===== src/rtl/mbx_pkg.sv =====
package mbx_pkg;
  localparam logic [7:0] ADDR_IRQ_EN  = 8'h48;
  localparam logic [7:0] ADDR_IRQ_ACK = 8'h4C;
  localparam logic [7:0] BASE_OUT     = 8'h50;
  localparam logic [7:0] BASE_IN      = 8'h80;
  localparam logic [7:0] OFS_SEND_LO  = 8'h10;
  localparam logic [7:0] OFS_SEND_HI  = 8'h18;
  localparam logic [7:0] OFS_RECV_LO  = 8'h20;
  localparam logic [7:0] OFS_RECV_HI  = 8'h28;

  localparam int BIT_FULL  = 16;
  localparam int BIT_EMPTY = 17;
  localparam int BIT_OVF   = 18;

  // flag masks routed to each processor
  localparam logic [3:0] APP_MASK = 4'b1001;
  localparam logic [3:0] IO_MASK  = 4'b0110;

  typedef struct packed {
    logic [63:0] lead;
    logic [31:0] tail;
  } mbx_msg_t;
endpackage


===== src/rtl/mbx_fifo.sv =====
module mbx_fifo #(
  parameter int DEPTH = 8,
  parameter int WIDTH = 96,
  localparam int PW = (DEPTH > 1) ? $clog2(DEPTH) : 1,
  localparam int CW = $clog2(DEPTH + 1)
) (
  input  logic             clk,
  input  logic             rst_n,
  input  logic             in_valid,
  output logic             in_ready,
  input  logic [WIDTH-1:0] in_data,
  output logic             out_valid,
  input  logic             out_ready,
  output logic [WIDTH-1:0] out_data,
  output logic [CW-1:0]    level,
  output logic [PW-1:0]    rd_ptr,
  output logic [PW-1:0]    wr_ptr
);
  logic [WIDTH-1:0] mem [DEPTH];
  logic wr_fire, rd_fire;

  assign in_ready  = (level != CW'(DEPTH));
  assign out_valid = (level != '0);
  assign wr_fire   = in_valid & in_ready;
  assign rd_fire   = out_valid & out_ready;
  assign out_data  = mem[rd_ptr];

  function automatic logic [PW-1:0] step(input logic [PW-1:0] p);
    return (p == PW'(DEPTH - 1)) ? '0 : p + 1'b1;
  endfunction

  always_ff @(posedge clk) begin
    if (wr_fire) mem[wr_ptr] <= in_data;
  end

  always_ff @(posedge clk or negedge rst_n) begin
    if (!rst_n) begin
      rd_ptr <= '0;
      wr_ptr <= '0;
      level  <= '0;
    end else begin
      if (wr_fire) wr_ptr <= step(wr_ptr);
      if (rd_fire) rd_ptr <= step(rd_ptr);
      case ({wr_fire, rd_fire})
        2'b10:   level <= level + 1'b1;
        2'b01:   level <= level - 1'b1;
        default: level <= level;
      endcase
    end
  end
endmodule


===== src/rtl/mbx_channel.sv =====
module mbx_channel import mbx_pkg::*; #(
  parameter int DEPTH = 8,
  parameter logic [7:0] BASE = 8'h50,
  localparam int PW = (DEPTH > 1) ? $clog2(DEPTH) : 1,
  localparam int CW = $clog2(DEPTH + 1)
) (
  input  logic          clk,
  input  logic          rst_n,
  input  logic          bus_wr,
  input  logic          bus_rd,
  input  logic [7:0]    bus_addr,
  input  logic [63:0]   bus_wdata,
  input  logic [3:0]    peer_level,
  output logic [63:0]   rd_data,
  output logic          is_empty,
  output logic          is_full,
  output logic          ovf_flag,
  output logic [CW-1:0] level
);
  logic hit_ctrl, hit_slo, hit_shi, hit_rlo, hit_rhi;
  logic [63:0] stage_q;
  logic push, pop_req, in_ready, out_valid;
  mbx_msg_t in_msg, head;
  logic [PW-1:0] rd_ptr, wr_ptr;

  assign hit_ctrl = (bus_addr == BASE);
  assign hit_slo  = (bus_addr == BASE + OFS_SEND_LO);
  assign hit_shi  = (bus_addr == BASE + OFS_SEND_HI);
  assign hit_rlo  = (bus_addr == BASE + OFS_RECV_LO);
  assign hit_rhi  = (bus_addr == BASE + OFS_RECV_HI);

  assign push    = bus_wr & hit_shi;   // commit on trailing word
  assign pop_req = bus_rd & hit_rhi;   // pop on trailing-word read
  assign in_msg  = '{lead: stage_q, tail: bus_wdata[31:0]};

  mbx_fifo #(.DEPTH(DEPTH), .WIDTH($bits(mbx_msg_t))) fifo_i (
    .clk(clk), .rst_n(rst_n),
    .in_valid(push), .in_ready(in_ready), .in_data(in_msg),
    .out_valid(out_valid), .out_ready(pop_req), .out_data(head),
    .level(level), .rd_ptr(rd_ptr), .wr_ptr(wr_ptr)
  );

  assign is_empty = ~out_valid;
  assign is_full  = ~in_ready;

  always_ff @(posedge clk or negedge rst_n) begin
    if (!rst_n) begin
      stage_q  <= '0;
      ovf_flag <= 1'b0;
    end else begin
      if (bus_wr && hit_slo) stage_q <= bus_wdata;   // staging only
      if (bus_wr && hit_ctrl && bus_wdata[BIT_OVF]) ovf_flag <= 1'b0;
      else if (push && !in_ready) ovf_flag <= 1'b1;
    end
  end

  always_comb begin
    rd_data = '0;
    if (bus_rd) begin
      if (hit_ctrl) begin
        rd_data[BIT_FULL]  = is_full;
        rd_data[BIT_EMPTY] = is_empty;
        rd_data[BIT_OVF]   = ovf_flag;
      end else if (hit_rlo && out_valid) begin
        rd_data = head.lead;
      end else if (hit_rhi && out_valid) begin   // status fields
        rd_data[56:52] = 5'(level);
        rd_data[51:48] = peer_level;
        rd_data[47:44] = 4'(rd_ptr);
        rd_data[43:40] = 4'(wr_ptr);
        rd_data[31:0]  = head.tail;
      end
    end
  end
endmodule


===== src/rtl/mbx_irq.sv =====
module mbx_irq import mbx_pkg::*; #(
  parameter int NFLAG = 4
) (
  input  logic             clk,
  input  logic             rst_n,
  input  logic [NFLAG-1:0] cond,
  input  logic             en_wr,
  input  logic             ack_wr,
  input  logic [NFLAG-1:0] wr_bits,
  output logic [NFLAG-1:0] flags,
  output logic [NFLAG-1:0] enables,
  output logic             irq_app,
  output logic             irq_io
);
  logic [NFLAG-1:0] masked;

  for (genvar i = 0; i < NFLAG; i++) begin : g_flag
    // sticky, and set again at once if the condition survives the ack
    always_ff @(posedge clk or negedge rst_n) begin
      if (!rst_n) flags[i] <= 1'b0;
      else        flags[i] <= cond[i] | (flags[i] & ~(ack_wr & wr_bits[i]));
    end
  end

  always_ff @(posedge clk or negedge rst_n) begin
    if (!rst_n)     enables <= '0;
    else if (en_wr) enables <= wr_bits;
  end

  assign masked = flags & enables;

  always_ff @(posedge clk or negedge rst_n) begin
    if (!rst_n) begin
      irq_app <= 1'b0;
      irq_io  <= 1'b0;
    end else begin
      irq_app <= |(masked & APP_MASK);
      irq_io  <= |(masked & IO_MASK);
    end
  end
endmodule


===== src/rtl/ipc_mailbox.sv =====
module ipc_mailbox import mbx_pkg::*; #(
  parameter int DEPTH = 8
) (
  input  logic        clk,
  input  logic        rst_n,
  input  logic        bus_wr,
  input  logic        bus_rd,
  input  logic [7:0]  bus_addr,
  input  logic [63:0] bus_wdata,
  output logic [63:0] bus_rdata,
  output logic        irq_app,
  output logic        irq_io
);
  localparam int CW = $clog2(DEPTH + 1);

  logic [63:0]   chan_rd [2];
  logic [CW-1:0] lvl [2];
  logic [1:0]    empty_v, full_v, ovf_v;
  logic [3:0]    flag_q, en_q, cond;
  logic [63:0]   irq_rd;

  for (genvar d = 0; d < 2; d++) begin : g_dir
    mbx_channel #(.DEPTH(DEPTH), .BASE(d == 0 ? BASE_OUT : BASE_IN)) chan_i (
      .clk(clk), .rst_n(rst_n),
      .bus_wr(bus_wr), .bus_rd(bus_rd), .bus_addr(bus_addr), .bus_wdata(bus_wdata),
      .peer_level(4'(lvl[1-d])),
      .rd_data(chan_rd[d]), .is_empty(empty_v[d]), .is_full(full_v[d]),
      .ovf_flag(ovf_v[d]), .level(lvl[d])
    );
  end

  assign cond = {~empty_v[1], empty_v[1], ~empty_v[0], empty_v[0]};

  mbx_irq #(.NFLAG(4)) irq_i (
    .clk(clk), .rst_n(rst_n), .cond(cond),
    .en_wr(bus_wr && bus_addr == ADDR_IRQ_EN),
    .ack_wr(bus_wr && bus_addr == ADDR_IRQ_ACK),
    .wr_bits(bus_wdata[3:0]),
    .flags(flag_q), .enables(en_q),
    .irq_app(irq_app), .irq_io(irq_io)
  );

  always_comb begin
    irq_rd = '0;
    if (bus_rd && bus_addr == ADDR_IRQ_EN)  irq_rd[3:0] = en_q;
    if (bus_rd && bus_addr == ADDR_IRQ_ACK) irq_rd[3:0] = flag_q;
  end

  assign bus_rdata = chan_rd[0] | chan_rd[1] | irq_rd;
endmodule


===== config.mk =====
export PLATFORM = sky130hd
export DESIGN_NAME = ipc_mailbox
export DESIGN_NICKNAME = d
export VERILOG_FILES = /design/src/rtl/mbx_pkg.sv /design/src/rtl/mbx_fifo.sv /design/src/rtl/mbx_channel.sv /design/src/rtl/mbx_irq.sv /design/src/rtl/ipc_mailbox.sv
export SDC_FILE = /design/constraint.sdc
export NUM_CORES = 2
export LEC_CHECK = 0
export BUFFER_PORTS_ARGS = -buffer_cell sky130_fd_sc_hd__buf_2
export CAP_MARGIN = 5
export CORE_UTILIZATION = 62
export DETAILED_ROUTE_END_ITERATION = 10
export PLACE_DENSITY = 0.79
export SKIP_LAST_GASP = 1
export SLEW_MARGIN = 30
export SYNTH_ARGS = -nofsm -noshare
export SYNTH_HDL_FRONTEND = slang
export SYNTH_SLANG_ARGS = --single-unit

===== constraint.sdc =====
create_clock -name clk -period 10.2 [get_ports clk]
set_input_delay 2.55 -clock clk [delete_from_list [all_inputs] [get_ports clk]]
set_output_delay 2.55 -clock clk [all_outputs]
set_load 0.01 [all_outputs]

== Word level (Yosys, flattened, before mapping) ==
Memories as Yosys holds them, arrays and structs flattened.
Index checks and enable logic that the tools add are counted.
Word-level totals
  register bits after elaboration: 160
  bits in writable memories: 1536
  input bits: 76
  output and inout port bits: 66
  logic and storage cells: 142
  memories kept: 2
Memory list
  g_dir[0].chan_i.fifo_i.mem: depth 8, bits a word 96, rd ports 1, clocked after Yosys merged registers in 0, wr ports 1, line mbx_fifo.sv:19  | logic [WIDTH-1:0] mem [DEPTH];
  g_dir[1].chan_i.fifo_i.mem: depth 8, bits a word 96, rd ports 1, clocked after Yosys merged registers in 0, wr ports 1, line mbx_fifo.sv:19
Operators by class
  $add $sub $neg: 8
  equal/unequal tests: 22
  multiplexer cells: 36
  bitwise gates (word level): 31
  reduce and logical (&&, ||, !) cells: 26
Operators by type and width (number)
  32-bit two-way mux: 4
  64-bit two-way mux: 2
  45-bit two-way mux: 2
  16-bit two-way mux: 4
  64-bit by 4-bit bitwise OR with 64-bit output: 1
  64-bit bitwise OR: 1
  8-bit by 7-bit == test with 1-bit output, second input constant: 7
  8-bit == test, second input constant: 5
  17-bit two-way mux: 2
  3-bit two-way mux: 6
  1-bit AND: 16
  1-bit logical AND: 16
  8-bit two-way mux: 2
  4-bit one-hot mux with 2 select lines: 2
  7-bit two-way mux: 2
  3-bit by 1-bit adder with 3-bit output, second input constant: 4
  3-bit == test, second input constant: 4
  4-bit by 1-bit adder with 4-bit output, second input constant: 2
  1-bit two-way mux: 8
  4-bit two-way mux: 2
  4-bit inequality test, second input constant: 2
  1-bit inverter: 8
  2-bit nonzero test: 4
  4-bit nonzero test: 2
  7 further kinds: 15

== Depth between registers and ports, before layout ==
  word-level depth: 8
  depth in mapped cells: 14
  depth with buffers taken out: 11

== Modules after synthesis ==
Synthesis repeated with hierarchy kept, for this count alone.
Second synthesis, totals
  cells, all modules: 3013
  area total of the unflattened synthesis: 66582.6 um2
By module, submodules not included
  mbx_fifo (g_dir[0].chan_i.fifo_i): instances 1, cells an instance 1176, area each 29488.3 um2, seq. area each 23312.4 um2
  mbx_fifo (g_dir[1].chan_i.fifo_i): instances 1, cells an instance 1175, area each 29482.0 um2, seq. area each 23312.4 um2
  mbx_channel (g_dir[0].chan_i): instances 1, cells an instance 277, area each 3359.5 um2, seq. area each 1626.6 um2
  mbx_channel (g_dir[1].chan_i): instances 1, cells an instance 277, area each 3355.7 um2, seq. area each 1626.6 um2
  ipc_mailbox: instances 1, cells an instance 84, area each 539.3 um2, seq. area each 0.0 um2
  mbx_irq: instances 1, cells an instance 24, area each 357.8 um2, seq. area each 250.2 um2

== Worst setup path after synthesis ==
No wires, ideal clock.
  kind: input to register
  from: in bus_addr[2]
  to: mem g_dir[0].chan_i.fifo_i.mem[1][0], enable pin
  library setup time: 668 ps
  arrival: 10281 ps
  required time: 9532 ps
  slack: -750 ps
  cell stages on the path: 7
  path buffers: 2
  cell sequence: buf_6 nor4b_4 nand3_1 nand2b_1 clkbuf_2 or2_1 nor3_1
On the way
  longest elaborated chain between the ends: 5
Ends and longest elaborated chain
  from (decl): line ipc_mailbox.sv:8  | input logic [7:0] bus_addr,
  8-bit by 7-bit == test with 1-bit output: line mbx_channel.sv:28  | assign hit_shi = (bus_addr == BASE + OFS_SEND_HI);
  1-bit AND: line mbx_channel.sv:32  | assign push = bus_wr & hit_shi;
  1-bit AND: line mbx_fifo.sv:24  | assign wr_fire = in_valid & in_ready;
  1-bit two-way mux: line mbx_fifo.sv:33  | if (wr_fire) mem[wr_ptr] <= in_data;
  1-bit two-way mux (implied by the code): line mbx_fifo.sv:33
  to (decl): line mbx_fifo.sv:19
No other way between the ends.

== Final worst setup path ==
  from: in bus_addr[2]
  to: out bus_rdata[46]
On the way
  longest elaborated chain between the ends: 8
  elaborated cells on any way between the ends: 20
  classes of those cells: eq/ne (6); mux (8); bitwise (2); reduce/logical (4)
Ends and longest elaborated chain
  8-bit by 7-bit == test with 1-bit output or 8-bit == test (tied branches): line mbx_channel.sv:30  | assign hit_rhi = (bus_addr == BASE + OFS_RECV_HI);
  1-bit logical AND: line mbx_channel.sv:66  | end else if (hit_rhi && out_valid) begin
  16-bit two-way mux: line mbx_channel.sv:66
  17-bit two-way mux: line mbx_channel.sv:64  | end else if (hit_rlo && out_valid) begin
  45-bit two-way mux: line mbx_channel.sv:60  | if (hit_ctrl) begin
  64-bit two-way mux: line mbx_channel.sv:59  | if (bus_rd) begin
  64-bit bitwise OR *: line ipc_mailbox.sv:49  | assign bus_rdata = chan_rd[0] | chan_rd[1] | irq_rd;
  64-bit by 4-bit bitwise OR with 64-bit output *: line ipc_mailbox.sv:49
  to (decl): line ipc_mailbox.sv:10  | output logic [63:0] bus_rdata,
Every way passes the cells marked *; elsewhere a longest branch is shown, timed or not.

==> run metrics <==
largest family of logic cells by synthesized area=multiplexers; post-synthesis mux area share=18.6%; drt total wl=161000 um; min-delay worst type=reg2reg; most area-consuming cells after synthesis=edfxtp_1, mux4_2, dfrtp_1; Die ar.=107000 um^2; CTS Hold Bufs=0; fmax=133 MHz; Most used DFF post-synth=edfxtp_1; post-layout util=70.8%; R2R Path End=g_dir[1].chan_i.fifo_i.mem[2][9]$_DFFE_PP_; Post-route DRC=0; CTS tree=done; post-layout net count=3223; clk slew on worst S/H paths=0.06 ns; fin cells=4661; maxcap violations=0; Rows=118; dpl ws=2.51 ns; synth unique cells=58; DR top layer=met5; fillers=5671; count leader, synth=edfxtp_1; Ports=142; Tmin final=7.51 ns; WL met3=17800 um; Worst Setup Slack, final=2.69 ns; Clock Latency Late Sink=0.79 ns; CTS max path bufs=3; Setup Skew=0.0379 ns; DR vias=32100; Netlist Area Pre-Place=65500 um^2; global-route wire length before repair=232000 um; worst hold path startpoint=g_dir[0].chan_i.ovf_flag$_DFFE_PN0P_; hold worst-path end=g_dir[0].chan_i.ovf_flag$_DFFE_PN0P_; reg2reg path depth=7; worst-path maximum fanout=33; total grt overflow=0; Multi-input gate area=14600 um^2; Worst setup startpoint=bus_addr[2]; VDD IR max=173 uV; sequential share of the synthesized area=76.6%; Rel. slew slack=31.5%; synth warn=0; setup tns final=0 ns; Avg Vias per Cell=6.90; fin crit share=73.6%; M1 WL=55000 um; FF+latch area=50200 um^2; adder-cell share of the synthesized area=0.268%; Commonest cells post-synth=edfxtp_1, mux4_2, mux2i_1, dfrtp_1, mux2_2; EDFF count, synth=1536; reg2reg setup slack=6.52 ns; met2 wire length=80500 um; post-route ant nets=0; CP Cell Sequence=buf_2, nor4_4, nand3_4, buf_12, nor2b_1, o221ai_1, nand2_1, buf_2; Sink Count=1696; Worst R2R Start=g_dir[1].chan_i.fifo_i.level[1]$_DFFE_PN0P_; Slew Limit Fails=0; routed length per placed instance=34.6 um; top cell type by total area after synthesis=edfxtp_1; Synth Area in Compound Gates=1.94%; DIE WIDTH=327 um; Final GP Congestion=0.804; DR pass1 iterations=6; H-tree depth=4; All-Layer GR Usage=30.8%; worst path required time=7.65 ns; # placed instances=4344; Clock Tree Root=clkbuf_16; setup violators final=0; Seq cells post-synth=1696; Yosys top cell area share=70.5%; Most Frequent Cell on Critical Path=buf_2; Slew @ Worst Pin=1.03 ns; Core Area=104000 um^2; vias in the first global route=33900; Post-DP HPWL=81900 um; share of cells above drive strength 1=31.1%; post-CTS setup buffer count=0; 1st-iter DRT viols=4056; final count of hold timing violations=0; unrepaired setup endpoints after global routing=no; Mapped Nets=3013; Synth Area in Simple Gates=1.18%; slowest cell on the critical path=nor4_4; pin count of the biggest net entering global routing=133; Post-Synth XOR/XNOR Area=0.147%; Die Ht=327 um; Syn Area/Cell=22.4 um^2; Crit Path Category=in2out; hold path cells=1; Initial Util=62.9%; count of input and output buffers=141; Power Density=190 nW/um^2; Pleak=24.2 nW; CP max stage delay=0.58 ns; post_cts resized=0; status=finished clean; CTS Buf Count=162; Worst setup EP type=primary output; crit start category=primary input; fraction of registers with async set or reset after synthesis=9.43%; synth-to-layout area growth=12.6%; initial antenna violation count=15; Mapped Cells=2923; Critical Path AT=4.96 ns
==> worst max-delay path, delay by kind of cell <==
family,cells,cell delay [ns]
buffers and inverters,3,0.73
AND/OR/NAND/NOR,4,1.48
AO/OA/AOI/OAI,1,0.15
==> cell families (layout without fill, tap and decap cells) <==
family,Yosys count,count (layout)
flops,1696,1696
mux,718,718
compound gates,180,180
buf+inv,167,519
simple gates,137,137
fa+ha+maj,14,14
xor+xnor,11,11
other cells,0,6
==> cells in the final DEF, fill, tap and decap left out, types with 24 or more instances in the layout <==
cell / netlist / final
buf_2: 77 / 140
mux2i_1: 191 / 191
nand2_1: 29 / 29
edfxtp_1: 1536 / 1536
mux4_2: 384 / 384
dfrtp_1: 160 / 154
mux2_2: 143 / 143
o22ai_1: 82 / 82
clkinv_2: 0 / 24
a22o_1: 27 / 27
buf_4: 6 / 40
clkbuf_1: 26 / 49
clkbuf_16: 0 / 163
==> registers in the layout, summed over array words and instances, names as in the netlist <==
name and flops:
irq_i.irq_io 1, g_dir.chan_i.fifo_i.rd_ptr 6, g_dir.chan_i.fifo_i.wr_ptr 6, irq_i.enables 4, irq_i.irq_app 1, g_dir.chan_i.ovf_flag 2
irq_i.flags 4, g_dir.chan_i.fifo_i.level 8, g_dir.chan_i.stage_q 128, g_dir.chan_i.fifo_i.mem 1536
==> how the worst max path moves through the flow <==
| stage | end |
|---|---|
| after floorplan | g_dir[0].chan_i.fifo_i.mem[7][0]$_DFFE_PP_ |
| after global placement | bus_rdata[46] |
| after detailed placement | bus_rdata[46] |
| after CTS | bus_rdata[31] |
| after global routing | bus_rdata[46] |
| final | bus_rdata[46] |
==> stage by stage <==
step	hold WS (ns)	power [mW]	instance area [um^2]
global route	0.532	14.3	73700
floorplan	0.451	7.85	65500
global placement	0.480	7.94	67800
CTS	0.505	14.1	73600
detailed placement	0.493	7.96	68000
finish	0.516	14.0	73700
==> layer usage <==
metal	GRT usage, %	up-vias
met1	39.1	16800
met5	0	-
met4	15.0	18
met2	50.3	2211
li1	-	12700
met3	7.69	447
==> final cells by class <==
cell class              instances  share of cell area (%)
flip-flops and latches       1696                    68.1
clock inverters                74                    1.38
clock buffers                 232                    6.16
repair buffers                209                    2.15
multi-input cells            1060                    19.9
inverters                       4                  0.0204
diodes                          6                  0.0204
well taps                    1380                    2.34
==> power by group <==
group | switching [mW] | internal (mW)
logic | 0.104 | 0.0550
clock network | 2.60 | 3.61
registers | 0.0613 | 7.60
Power figures use the tool's default switching activity.
